### src/rtl/spi_wm_pkg.sv
package spi_wm_pkg;
  localparam int REG_W   = 16;
  localparam int DATA_W  = 2 * REG_W;
  localparam int LEN_W   = $clog2(DATA_W);
  localparam int DIV_W   = 3;
  localparam int MIN_LEN = 3;  // length field minimum (4 bits)

  // setup-A bit positions
  localparam int S1_CLKEN = 0;
  localparam int S1_DIV   = 1;
  localparam int S1_WIE   = 4;
  localparam int S1_RIE   = 5;
  // setup-B bit positions
  localparam int S2_EDGE  = 0;
  localparam int S2_POL   = 5;
  localparam int S2_TRIG  = 10;
  // command bit positions
  localparam int CT_RD    = 0;
  localparam int CT_WR    = 1;
  localparam int CT_LEN   = 2;
  localparam int CT_SEL   = 7;
  // status bit positions
  localparam int ST_RD    = 0;
  localparam int ST_WR    = 1;

  typedef enum logic [2:0] {
    IDX_SET_A = 3'd0,
    IDX_SET_B = 3'd1,
    IDX_CMD   = 3'd2,
    IDX_STAT  = 3'd3,
    IDX_TXL   = 3'd4,
    IDX_TXH   = 3'd5,
    IDX_RXL   = 3'd6,
    IDX_RXH   = 3'd7
  } reg_idx_e;

  typedef struct packed {
    logic             clk_en;
    logic [DIV_W-1:0] div;
    logic             wr_ie;
    logic             rd_ie;
    logic             rise_edge;
    logic             pol_high;
    logic             edge_trig;
  } cfg_t;
endpackage

### src/rtl/spi_wm_regs.sv
module spi_wm_regs
  import spi_wm_pkg::*;
#(
  parameter int SEL_W = 1
) (
  input  logic              clk_i,
  input  logic              rst_ni,
  input  logic              we_i,
  input  logic [2:0]        addr_i,
  input  logic [REG_W-1:0]  wdata_i,
  output logic [REG_W-1:0]  rdata_o,
  input  logic              done_wr_i,
  input  logic              done_rd_i,
  input  logic              acc_wr_i,
  input  logic              acc_rd_i,
  input  logic [DATA_W-1:0] rx_word_i,
  output cfg_t              cfg_o,
  output logic [LEN_W-1:0]  cmd_len_o,
  output logic [SEL_W-1:0]  cmd_sel_o,
  output logic [DATA_W-1:0] tx_word_o,
  output logic              start_wr_o,
  output logic              start_rd_o,
  output logic              wr_flag_o,
  output logic              rd_flag_o
);
  reg_idx_e          idx;
  cfg_t              cfg_q;
  logic [LEN_W-1:0]  len_q;
  logic [SEL_W-1:0]  sel_q;
  logic [REG_W-1:0]  txl_q, txh_q;
  logic [DATA_W-1:0] rx_q;
  logic              wr_flag_q, rd_flag_q;
  logic              cmd_hit, stat_clr;

  assign idx      = reg_idx_e'(addr_i);
  assign cmd_hit  = we_i && (idx == IDX_CMD);
  assign stat_clr = we_i && (idx == IDX_STAT) && (wdata_i == '0);

  assign start_wr_o = cmd_hit && wdata_i[CT_WR];
  assign start_rd_o = cmd_hit && wdata_i[CT_RD];
  assign cmd_len_o  = wdata_i[CT_LEN +: LEN_W];
  assign cmd_sel_o  = wdata_i[CT_SEL +: SEL_W];

  always_ff @(posedge clk_i or negedge rst_ni) begin
    if (!rst_ni) begin
      cfg_q     <= '0;
      len_q     <= '0;
      sel_q     <= '0;
      txl_q     <= '0;
      txh_q     <= '0;
      rx_q      <= '0;
      wr_flag_q <= 1'b0;
      rd_flag_q <= 1'b0;
    end else begin
      if (we_i) begin
        unique case (idx)
          IDX_SET_A: begin
            cfg_q.clk_en <= wdata_i[S1_CLKEN];
            cfg_q.div    <= wdata_i[S1_DIV +: DIV_W];
            cfg_q.wr_ie  <= wdata_i[S1_WIE];
            cfg_q.rd_ie  <= wdata_i[S1_RIE];
          end
          IDX_SET_B: begin
            cfg_q.rise_edge <= wdata_i[S2_EDGE];
            cfg_q.pol_high  <= wdata_i[S2_POL];
            cfg_q.edge_trig <= wdata_i[S2_TRIG];
          end
          IDX_CMD: begin
            len_q <= wdata_i[CT_LEN +: LEN_W];
            sel_q <= wdata_i[CT_SEL +: SEL_W];
          end
          IDX_TXL: txl_q <= wdata_i;
          IDX_TXH: txh_q <= wdata_i;
          default: ;
        endcase
      end
      if (done_rd_i) rx_q <= rx_word_i;
      // completion wins over a clear in the same cycle
      wr_flag_q <= done_wr_i | (wr_flag_q & ~stat_clr & ~acc_wr_i);
      rd_flag_q <= done_rd_i | (rd_flag_q & ~stat_clr & ~acc_rd_i);
    end
  end

  always_comb begin
    rdata_o = '0;
    unique case (idx)
      IDX_SET_A: begin
        rdata_o[S1_CLKEN]          = cfg_q.clk_en;
        rdata_o[S1_DIV +: DIV_W]   = cfg_q.div;
        rdata_o[S1_WIE]            = cfg_q.wr_ie;
        rdata_o[S1_RIE]            = cfg_q.rd_ie;
      end
      IDX_SET_B: begin
        rdata_o[S2_EDGE] = cfg_q.rise_edge;
        rdata_o[S2_POL]  = cfg_q.pol_high;
        rdata_o[S2_TRIG] = cfg_q.edge_trig;
      end
      IDX_CMD: begin
        rdata_o[CT_LEN +: LEN_W] = len_q;
        rdata_o[CT_SEL +: SEL_W] = sel_q;
      end
      IDX_STAT: begin
        rdata_o[ST_WR] = wr_flag_q;
        rdata_o[ST_RD] = rd_flag_q;
      end
      IDX_TXL: rdata_o = txl_q;
      IDX_TXH: rdata_o = txh_q;
      IDX_RXL: rdata_o = rx_q[REG_W-1:0];
      IDX_RXH: rdata_o = rx_q[DATA_W-1:REG_W];
      default: rdata_o = '0;
    endcase
  end

  assign cfg_o     = cfg_q;
  assign tx_word_o = {txh_q, txl_q};
  assign wr_flag_o = wr_flag_q;
  assign rd_flag_o = rd_flag_q;
endmodule

### src/rtl/spi_wm_clkdiv.sv
module spi_wm_clkdiv
  import spi_wm_pkg::*;
(
  input  logic             clk_i,
  input  logic             rst_ni,
  input  logic             run_i,
  input  logic [DIV_W-1:0] div_i,
  output logic             tick_o
);
  logic [DIV_W-1:0] cnt_q;

  // one tick per half period of div_i+1 cycles
  assign tick_o = run_i && (cnt_q == div_i);

  always_ff @(posedge clk_i or negedge rst_ni) begin
    if (!rst_ni)                cnt_q <= '0;
    else if (!run_i || tick_o)  cnt_q <= '0;
    else                        cnt_q <= cnt_q + 1'b1;
  end
endmodule

### src/rtl/spi_wm_engine.sv
module spi_wm_engine
  import spi_wm_pkg::*;
#(
  parameter int SEL_W = 1
) (
  input  logic              clk_i,
  input  logic              rst_ni,
  input  logic              clk_en_i,
  input  logic              start_wr_i,
  input  logic              start_rd_i,
  input  logic [LEN_W-1:0]  cmd_len_i,
  input  logic [SEL_W-1:0]  cmd_sel_i,
  input  logic [DATA_W-1:0] tx_word_i,
  input  logic              miso_i,
  input  logic              tick_i,
  output logic              busy_o,
  output logic              phase_o,
  output logic              mosi_o,
  output logic [SEL_W-1:0]  sel_o,
  output logic              acc_wr_o,
  output logic              acc_rd_o,
  output logic              done_wr_o,
  output logic              done_rd_o,
  output logic [DATA_W-1:0] rx_word_o
);
  localparam logic [LEN_W:0]   ONE_BIT = (LEN_W+1)'(1);
  localparam logic [LEN_W-1:0] TOP_BIT = LEN_W'(DATA_W - 1);
  localparam logic [LEN_W-1:0] LEN_MIN = LEN_W'(MIN_LEN);

  logic              busy_q, phase_q, is_rd_q;
  logic [LEN_W:0]    left_q;
  logic [DATA_W-1:0] tx_sh_q, rx_sh_q;
  logic [SEL_W-1:0]  sel_q;
  logic              accept, last, done;
  logic [LEN_W-1:0]  align;

  assign accept   = (start_wr_i | start_rd_i) && clk_en_i && !busy_q
                    && (cmd_len_i >= LEN_MIN);
  assign acc_rd_o = accept && start_rd_i;        // read has priority
  assign acc_wr_o = accept && !start_rd_i;
  assign align    = TOP_BIT - cmd_len_i;
  assign last     = (left_q == ONE_BIT);
  assign done     = busy_q && tick_i && phase_q && last;

  always_ff @(posedge clk_i or negedge rst_ni) begin
    if (!rst_ni) begin
      busy_q  <= 1'b0;
      phase_q <= 1'b0;
      is_rd_q <= 1'b0;
      left_q  <= '0;
      tx_sh_q <= '0;
      rx_sh_q <= '0;
      sel_q   <= '0;
    end else if (accept) begin
      busy_q  <= 1'b1;
      phase_q <= 1'b0;
      is_rd_q <= start_rd_i;
      left_q  <= {1'b0, cmd_len_i} + ONE_BIT;
      tx_sh_q <= tx_word_i << align;
      rx_sh_q <= '0;
      sel_q   <= cmd_sel_i;
    end else if (busy_q && tick_i) begin
      if (!phase_q) begin
        // leading edge: sample
        phase_q <= 1'b1;
        rx_sh_q <= {rx_sh_q[DATA_W-2:0], miso_i};
      end else begin
        // trailing edge: advance
        phase_q <= 1'b0;
        tx_sh_q <= tx_sh_q << 1;
        left_q  <= left_q - ONE_BIT;
        if (last) busy_q <= 1'b0;
      end
    end
  end

  assign busy_o    = busy_q;
  assign phase_o   = phase_q;
  assign mosi_o    = tx_sh_q[DATA_W-1];
  assign sel_o     = sel_q;
  assign done_wr_o = done && !is_rd_q;
  assign done_rd_o = done && is_rd_q;
  assign rx_word_o = rx_sh_q;
endmodule

### src/rtl/spi_wm_irq.sv
module spi_wm_irq (
  input  logic clk_i,
  input  logic rst_ni,
  input  logic wr_flag_i,
  input  logic rd_flag_i,
  input  logic wr_ie_i,
  input  logic rd_ie_i,
  input  logic pol_high_i,
  input  logic edge_trig_i,
  output logic irq_o
);
  logic level, level_q, act;

  assign level = (wr_flag_i & wr_ie_i) | (rd_flag_i & rd_ie_i);

  always_ff @(posedge clk_i or negedge rst_ni) begin
    if (!rst_ni) level_q <= 1'b0;
    else         level_q <= level;
  end

  assign act   = edge_trig_i ? (level & ~level_q) : level;
  assign irq_o = pol_high_i ? act : ~act;
endmodule

### src/rtl/spi_word_master.sv
module spi_word_master
  import spi_wm_pkg::*;
#(
  parameter int CS_N = 2,
  localparam int SEL_W = (CS_N > 1) ? $clog2(CS_N) : 1
) (
  input  logic             clk_i,
  input  logic             rst_ni,
  input  logic             reg_we_i,
  input  logic [2:0]       reg_addr_i,
  input  logic [15:0]      reg_wdata_i,
  output logic [15:0]      reg_rdata_o,
  output logic             sclk_o,
  output logic             mosi_o,
  input  logic             miso_i,
  output logic [CS_N-1:0]  cs_no,
  output logic             irq_o
);
  cfg_t              cfg;
  logic [LEN_W-1:0]  cmd_len;
  logic [SEL_W-1:0]  cmd_sel, act_sel;
  logic [DATA_W-1:0] tx_word, rx_word;
  logic              start_wr, start_rd, acc_wr, acc_rd;
  logic              done_wr, done_rd, wr_flag, rd_flag;
  logic              busy, phase, tick, idle_lvl;

  spi_wm_regs #(.SEL_W(SEL_W)) u_regs (
    .clk_i      (clk_i),
    .rst_ni     (rst_ni),
    .we_i       (reg_we_i),
    .addr_i     (reg_addr_i),
    .wdata_i    (reg_wdata_i),
    .rdata_o    (reg_rdata_o),
    .done_wr_i  (done_wr),
    .done_rd_i  (done_rd),
    .acc_wr_i   (acc_wr),
    .acc_rd_i   (acc_rd),
    .rx_word_i  (rx_word),
    .cfg_o      (cfg),
    .cmd_len_o  (cmd_len),
    .cmd_sel_o  (cmd_sel),
    .tx_word_o  (tx_word),
    .start_wr_o (start_wr),
    .start_rd_o (start_rd),
    .wr_flag_o  (wr_flag),
    .rd_flag_o  (rd_flag)
  );

  spi_wm_clkdiv u_div (
    .clk_i  (clk_i),
    .rst_ni (rst_ni),
    .run_i  (busy && cfg.clk_en),
    .div_i  (cfg.div),
    .tick_o (tick)
  );

  spi_wm_engine #(.SEL_W(SEL_W)) u_eng (
    .clk_i      (clk_i),
    .rst_ni     (rst_ni),
    .clk_en_i   (cfg.clk_en),
    .start_wr_i (start_wr),
    .start_rd_i (start_rd),
    .cmd_len_i  (cmd_len),
    .cmd_sel_i  (cmd_sel),
    .tx_word_i  (tx_word),
    .miso_i     (miso_i),
    .tick_i     (tick),
    .busy_o     (busy),
    .phase_o    (phase),
    .mosi_o     (mosi_o),
    .sel_o      (act_sel),
    .acc_wr_o   (acc_wr),
    .acc_rd_o   (acc_rd),
    .done_wr_o  (done_wr),
    .done_rd_o  (done_rd),
    .rx_word_o  (rx_word)
  );

  spi_wm_irq u_irq (
    .clk_i       (clk_i),
    .rst_ni      (rst_ni),
    .wr_flag_i   (wr_flag),
    .rd_flag_i   (rd_flag),
    .wr_ie_i     (cfg.wr_ie),
    .rd_ie_i     (cfg.rd_ie),
    .pol_high_i  (cfg.pol_high),
    .edge_trig_i (cfg.edge_trig),
    .irq_o       (irq_o)
  );

  // sampling edge is the leading edge away from idle
  assign idle_lvl = ~cfg.rise_edge;
  assign sclk_o   = busy ? (idle_lvl ^ phase) : idle_lvl;

  for (genvar i = 0; i < CS_N; i++) begin : g_cs
    assign cs_no[i] = !(busy && (act_sel == SEL_W'(i)));
  end
endmodule

### config.mk
export PLATFORM = sky130hd
export DESIGN_NAME = spi_word_master
export DESIGN_NICKNAME = d
export VERILOG_FILES = /design/src/rtl/spi_wm_pkg.sv /design/src/rtl/spi_wm_regs.sv /design/src/rtl/spi_wm_clkdiv.sv /design/src/rtl/spi_wm_engine.sv /design/src/rtl/spi_wm_irq.sv /design/src/rtl/spi_word_master.sv
export SDC_FILE = /design/constraint.sdc
export NUM_CORES = 1
export LEC_CHECK = 0
export BUFFER_PORTS_ARGS = -buffer_cell sky130_fd_sc_hd__buf_2
export CAP_MARGIN = 20
export CORE_UTILIZATION = 50
export DETAILED_ROUTE_END_ITERATION = 10
export PLACE_DENSITY = 0.67
export RECOVER_POWER = 50
export SYNTH_ARGS = -nofsm -noshare
export SYNTH_HDL_FRONTEND = slang
export SYNTH_SLANG_ARGS = --single-unit
### constraint.sdc
create_clock -name clk_i -period 4.76 [get_ports clk_i]
set_input_delay 0.714 -clock clk_i [delete_from_list [all_inputs] [get_ports clk_i]]
set_output_delay 0.714 -clock clk_i [all_outputs]
set_load 0.05 [all_outputs]
# After elaboration in Yosys (flattened, before gate mapping)
# Cells that the tools add are included.
# word_totals
ff_bits,159
in_bits,23
output_inout_bits,21
word_cells,125
# op_classes
addsub,4
order_cmp,1
eq_ne,10
shift,1
n_mux,28
bitwise_logic,19
n_reduce_logical,39
# op_table
op,count
$mux 32,6
$shl 32x5->32,1
$pmux 5 s4,1
$logic_and 1x1->1,19
$mux 6,3
$pmux 3 s6,1
$logic_not 16->1,1
$pmux 1 s7,2
$reduce_and 2->1,7
$eq 3x3->1 const B,4
$mux 1,10
$pmux 2 s5,1
$pmux 2 s4,1
$and 1x1->1,7
$not 1->1,7
$add 5x1->6 const B,1
$eq 3x2->1 const B,2
$eq 6x1->1 const B,1
$logic_not 1->1,6
$pmux 1 s6,1
$reduce_bool 2->1,3
$sub 6x1->6 const B,1
$ge 5x2->1 const B,1
$pmux 1 s5,1
other kinds (11),14

# Logic depth before layout (Yosys ltp)
# depth
ltp_word,11
ltp_mapped,8
ltp_nobuf,6

# By module
# Synthesis repeated with hierarchy kept, for this count alone.
# unflattened
cells_unflattened,816
area_unflattened_um2,9062.4
# by_module_without_submodules
module,n_inst,cells_per_inst,area_per_inst_um2,seq_area_each_um2
spi_wm_engine,1,520,4902.2,1851.8
spi_wm_regs,1,272,3906.2,2026.9
spi_wm_clkdiv,1,14,163.9,75.1
spi_wm_irq,1,5,60.1,25.0
spi_word_master,1,5,30.0,0.0

# Worst setup path before layout
# Ideal clock, no wire load.
# synth_timing
path_kind,input to output
from,in reg_addr_i[0]
to,out reg_rdata_o[6]
t_arrival_ps,3039
required_time_ps,4046
slack_ps,1007
path_stages,5
path_cell_list,buf_1 -> buf_2 -> buf_1 -> mux2i_1 -> o31ai_1
# synth_between
elab_chain_len,2
# synth_rtl
element,line,rtl
start: declaration,spi_word_master.sv:10,"input logic [2:0] reg_addr_i,"
$eq 3x3->1 or $eq 3x2->1 (tied branches),spi_wm_regs.sv:86,unique case (idx)
$pmux 2 s5 *,spi_wm_regs.sv:86,
end: declaration,spi_word_master.sv:12,"output logic [15:0] reg_rdata_o,"
# Every way passes the cells marked *; elsewhere a longest branch is shown, timed or not.

# Final worst setup path
# layout_timing
from,in reg_addr_i[1]
to,"reg u_regs.wr_flag_q, in the netlist u_regs.wr_flag_o"
# layout_between
elab_chain_len,11
# layout_rtl
element,line,rtl
$eq 3x2->1,spi_wm_regs.sv:36,assign cmd_hit = we_i && (idx == IDX_CMD);
$logic_and 1x1->1,spi_wm_regs.sv:36,
"$logic_and 1x1->1, on equally long branches","spi_wm_regs.sv:39, spi_wm_regs.sv:40",
$or 1x1->1,spi_wm_engine.sv:37,assign accept = (start_wr_i | start_rd_i) && clk_en_i && !busy_q
$logic_and 1x1->1 (2 in series),spi_wm_engine.sv:37,
$logic_and 1x1->1,spi_wm_engine.sv:38,&& (cmd_len_i >= LEN_MIN);
$logic_and 1x1->1,spi_wm_engine.sv:40,assign acc_wr_o = accept && !start_rd_i;
$not 1->1,spi_wm_regs.sv:79,wr_flag_q <= done_wr_i | (wr_flag_q & ~stat_clr & ~acc_wr_i);
$and 1x1->1 *,spi_wm_regs.sv:79,
$or 1x1->1 *,spi_wm_regs.sv:79,
end signal: assignment,spi_wm_regs.sv:79,
end: declaration,spi_wm_regs.sv:32,"logic wr_flag_q, rd_flag_q;"
# Marked as above.
# A chain may end at the register's enable or synchronous reset.

==> qor.yml <==
worst_setup_path:
  start_kind: "input pin"
  cp_max_fo: 43
  rr_worst_depth: 7
  rr_startpoint: "u_regs.cfg_o[7]"
  slowest_stage: "a2111o_2"
  max_stage_delay_ns: 1.00
  startpoint: "reg_addr_i[1]"
  r2r_setup_slack_ns: 1.99
  endpoint_kind: "register"
  cp.arrival_ns: 3.55
  critPathKind: "in -> reg"
  worstPathRequired_ns: 5.06
  reg2reg_to: "u_regs.rx_q[29]"
  path_cells: "buf_2 > nand4bb_1 > a2111o_2 > buf_4 > o21ai_1 > o22ai_1"
timing:
  tns_ns: 0
  setup_violations: 0
  worst_pin_slew_ns: 2.70
  fin_ws_ns: 1.51
  min_period_ns: 3.25
  timing.fmax_mhz: 308
  fin_skew_ns: 0.0121
  worst_hold_slack_ns: 0.251
  finalCritPeriodShare: 0.682
  max_slew_margin: -0.802
  hold_viol: 0
  report.final.slew_viol_count: 98
  rsz0062_at_grt: "no"
layout:
  layout-drive-gt1-share: 0.218
  diodes: 0
  nets: 850
  multi_input_area_um2: 4550
  final_area_um2: 9730
  area_delta_synth_final_pct: 10.0
  post-route-util: 0.563
  fin_cells: 1060
  n_fill_cell: 1454
  seq_area_um2: 3980
synth:
  synth_area_leader_cell: "dfrtp_1"
  ys_ff_latch: 159
  syn-cell-area_um2: 8840
  synthArstFlopShare: 1.00
  synth.avg_cell_area_um2: 10.9
  synth_edf_count: 0
  synth.net_count: 842
  synth-seq-area-share: 0.450
  ys_types: 57
  synth_cells: 814
  synth_area_leaders: "dfrtp_1, mux4_2, mux2_2, nand2_1, mux2i_1"
  synth_top_area_frac: 0.450
  ys.flop_type: "dfrtp_1"
  synth_warnings: 0
drt:
  post-route-drc-count: 0
  wl_um: 22100
  drt-pass1-iter-count: 5
  wl_met3_um: 1080
  viasPerCell: 6.22
  dr_total_vias: 6591
  route.met2.wl_um: 10400
  ant_nets: 0
  wl_per_cell_um: 20.8
  wl_met1_um: 10100
  drt_iter0_drc: 530
  top_layer: "met4"
pwr:
  p_leak_nw: 4.25
  peakVddDrop_v: 0.000368
  power.total_mw: 4.66
  power_density_nw_per_um2: 479
cts:
  cts_tree: "built"
  cts_inserted_buffers: 17
  cts_buffer_depth: 2
  cts.htree.levels: 4
  clk_pin_slew_ns: 0.07
  cts_hold_buf: 0
  clock_latency_ns: 0.44
  clkSinkCount: 159
  post_cts_buffers: 0
  post_cts_resized: 0
  cts_root_buffer: "clkbuf_16"
floorplan:
  core_um2: 17300
  num_io_pins: 44
  start_util: 0.511
  die_area_um2: 18200
  rows: 48
  die_y_um: 135
  die_w_um: 135
placed_design:
  io_buffers: 43
  dpl.hpwl_um: 15500
  post-place-ws_ns: 1.25
  gp_congestion: 0.883
  placed_cell_area_um2: 9170
  dp_cells: 1028
run_status:
  outcome: "complete, but fails checks"
  violations: "max-capacitance violations, max-slew violations"
global_routing:
  grt_max_degree: 66
  grt_pass1_vias: 6583
  antenna_found_initial: 0
  grt_util_all_layers: 0.261
  grt_first_pass_wirelength_um: 36400
  grt_overflow_total: 0
job:
  max-cap-violations: 2
min_path:
  hp-class: "in -> async"
==> worst max path at each step <==
stage                        to  slack, ns  cells past startpoint
2_1_floorplan    reg_rdata_o[6]       1.01                      5
4_1_cts          reg_rdata_o[6]       1.64                      6
6_report       u_regs.wr_flag_o       1.51                      6
3_5_place_dp   u_regs.wr_flag_o       1.25                      7
5_1_grt        u_regs.txh_q[13]       0.80                      2
3_3_place_gp   u_regs.wr_flag_o       1.37                      7
==> synth_stat cells, types with 5 or more instances <==
| master | n |
|---|---|
| dfrtp_1 | 159 |
| nand2_1 | 135 |
| mux2_2 | 52 |
| mux2i_1 | 50 |
| o21ai_1 | 44 |
| clkbuf_1 | 41 |
| mux4_2 | 41 |
| nor2_1 | 36 |
| mux2_1 | 32 |
| a21oi_1 | 26 |
| o21ai_0 | 17 |
| nand3_1 | 15 |
| buf_2 | 13 |
| a31oi_1 | 12 |
| nor3_1 | 11 |
| buf_1 | 10 |
| inv_1 | 10 |
| o22ai_1 | 10 |
| xor2_1 | 10 |
| and2_1 | 8 |
| a221oi_1 | 6 |
| a22oi_1 | 6 |
| ha_1 | 5 |
| o211ai_1 | 5 |
==> cell type report <==
class | instances | share of cell area
multi-input combinational | 579 | 0.467
sequential | 159 | 0.409
clock buffer | 18 | 0.0451
timing repair buffer | 54 | 0.0305
tap | 225 | 0.0289
clock inverter | 14 | 0.0149
inverter | 11 | 0.00424
==> power breakdown <==
| part | leakage, nW | switching [mW] | internal, mW |
|---|---|---|---|
| Sequential | 1.93 | 0.342 | 1.73 |
| Clock | 0.284 | 0.612 | 0.752 |
| Combinational | 2.03 | 0.682 | 0.543 |
==> sequential cells by signal, indices dropped and copies added (netlist names), 3 cells and up <==
signal	count
u_regs.txh_q	16
u_eng.tx_sh_q	32
u_div.cnt_q	3
u_eng.left_q	6
u_regs.rx_q	32
u_regs.cfg_o	9
u_regs.len_q	5
u_regs.txl_q	16
u_eng.rx_word_o	32
==> metal layers <==
metal,vias to the layer above,track usage
met5,-,0
met4,0,0.102
met3,38,0.0507
met2,202,0.402
met1,3360,0.367
li1,2991,-
==> critical path, delay by kind of cell <==
| kind | cells | cell delay [ns] |
|---|---|---|
| AND/OR/NAND/NOR | 1 | 0.66 |
| buffers and inverters | 2 | 0.88 |
| AO/OA/AOI/OAI | 3 | 1.26 |
==> kinds of logic (layout without fill, tap and decap cells) <==
logic type / Yosys count / after routing / synth area share
buffers and inverters: 76 / 97 / 0.0345
AOI/OAI and AO/OA: 155 / 155 / 0.111
DFF: 159 / 159 / 0.450
muxes: 175 / 175 / 0.268
and+or+nand+nor: 230 / 230 / 0.116
adders and majority gates: 5 / 5 / 0.00708
xor gates and xnor gates: 14 / 14 / 0.0139
==> cells in the final DEF (no fill, tap or decap), types with 3 or more instances in the layout <==
cell and instances:
o21ai_0 17, mux2i_1 50, inv_1 10, nor4_1 3
o21ai_1 44, xor2_1 10, mux2_1 32, a22oi_1 6
inv_8 3, buf_2 42, nand3_1 15, nor3_1 10
a32oi_1 3, ha_1 5, o211ai_1 5, a22o_1 4
nand2b_1 4, a31oi_1 12, nand2_1 135, or4_1 3
mux4_2 41, mux2_2 52, nor2_1 36, buf_4 9
a211oi_1 4, dfrtp_1 159, xnor2_1 4, and3_1 4
clkbuf_16 17, inv_6 4, a221oi_1 6, a21oi_1 26
o22ai_1 10, clkinv_4 3, and2_1 8
No activity file was read; power rests on OpenSTA's default activity.
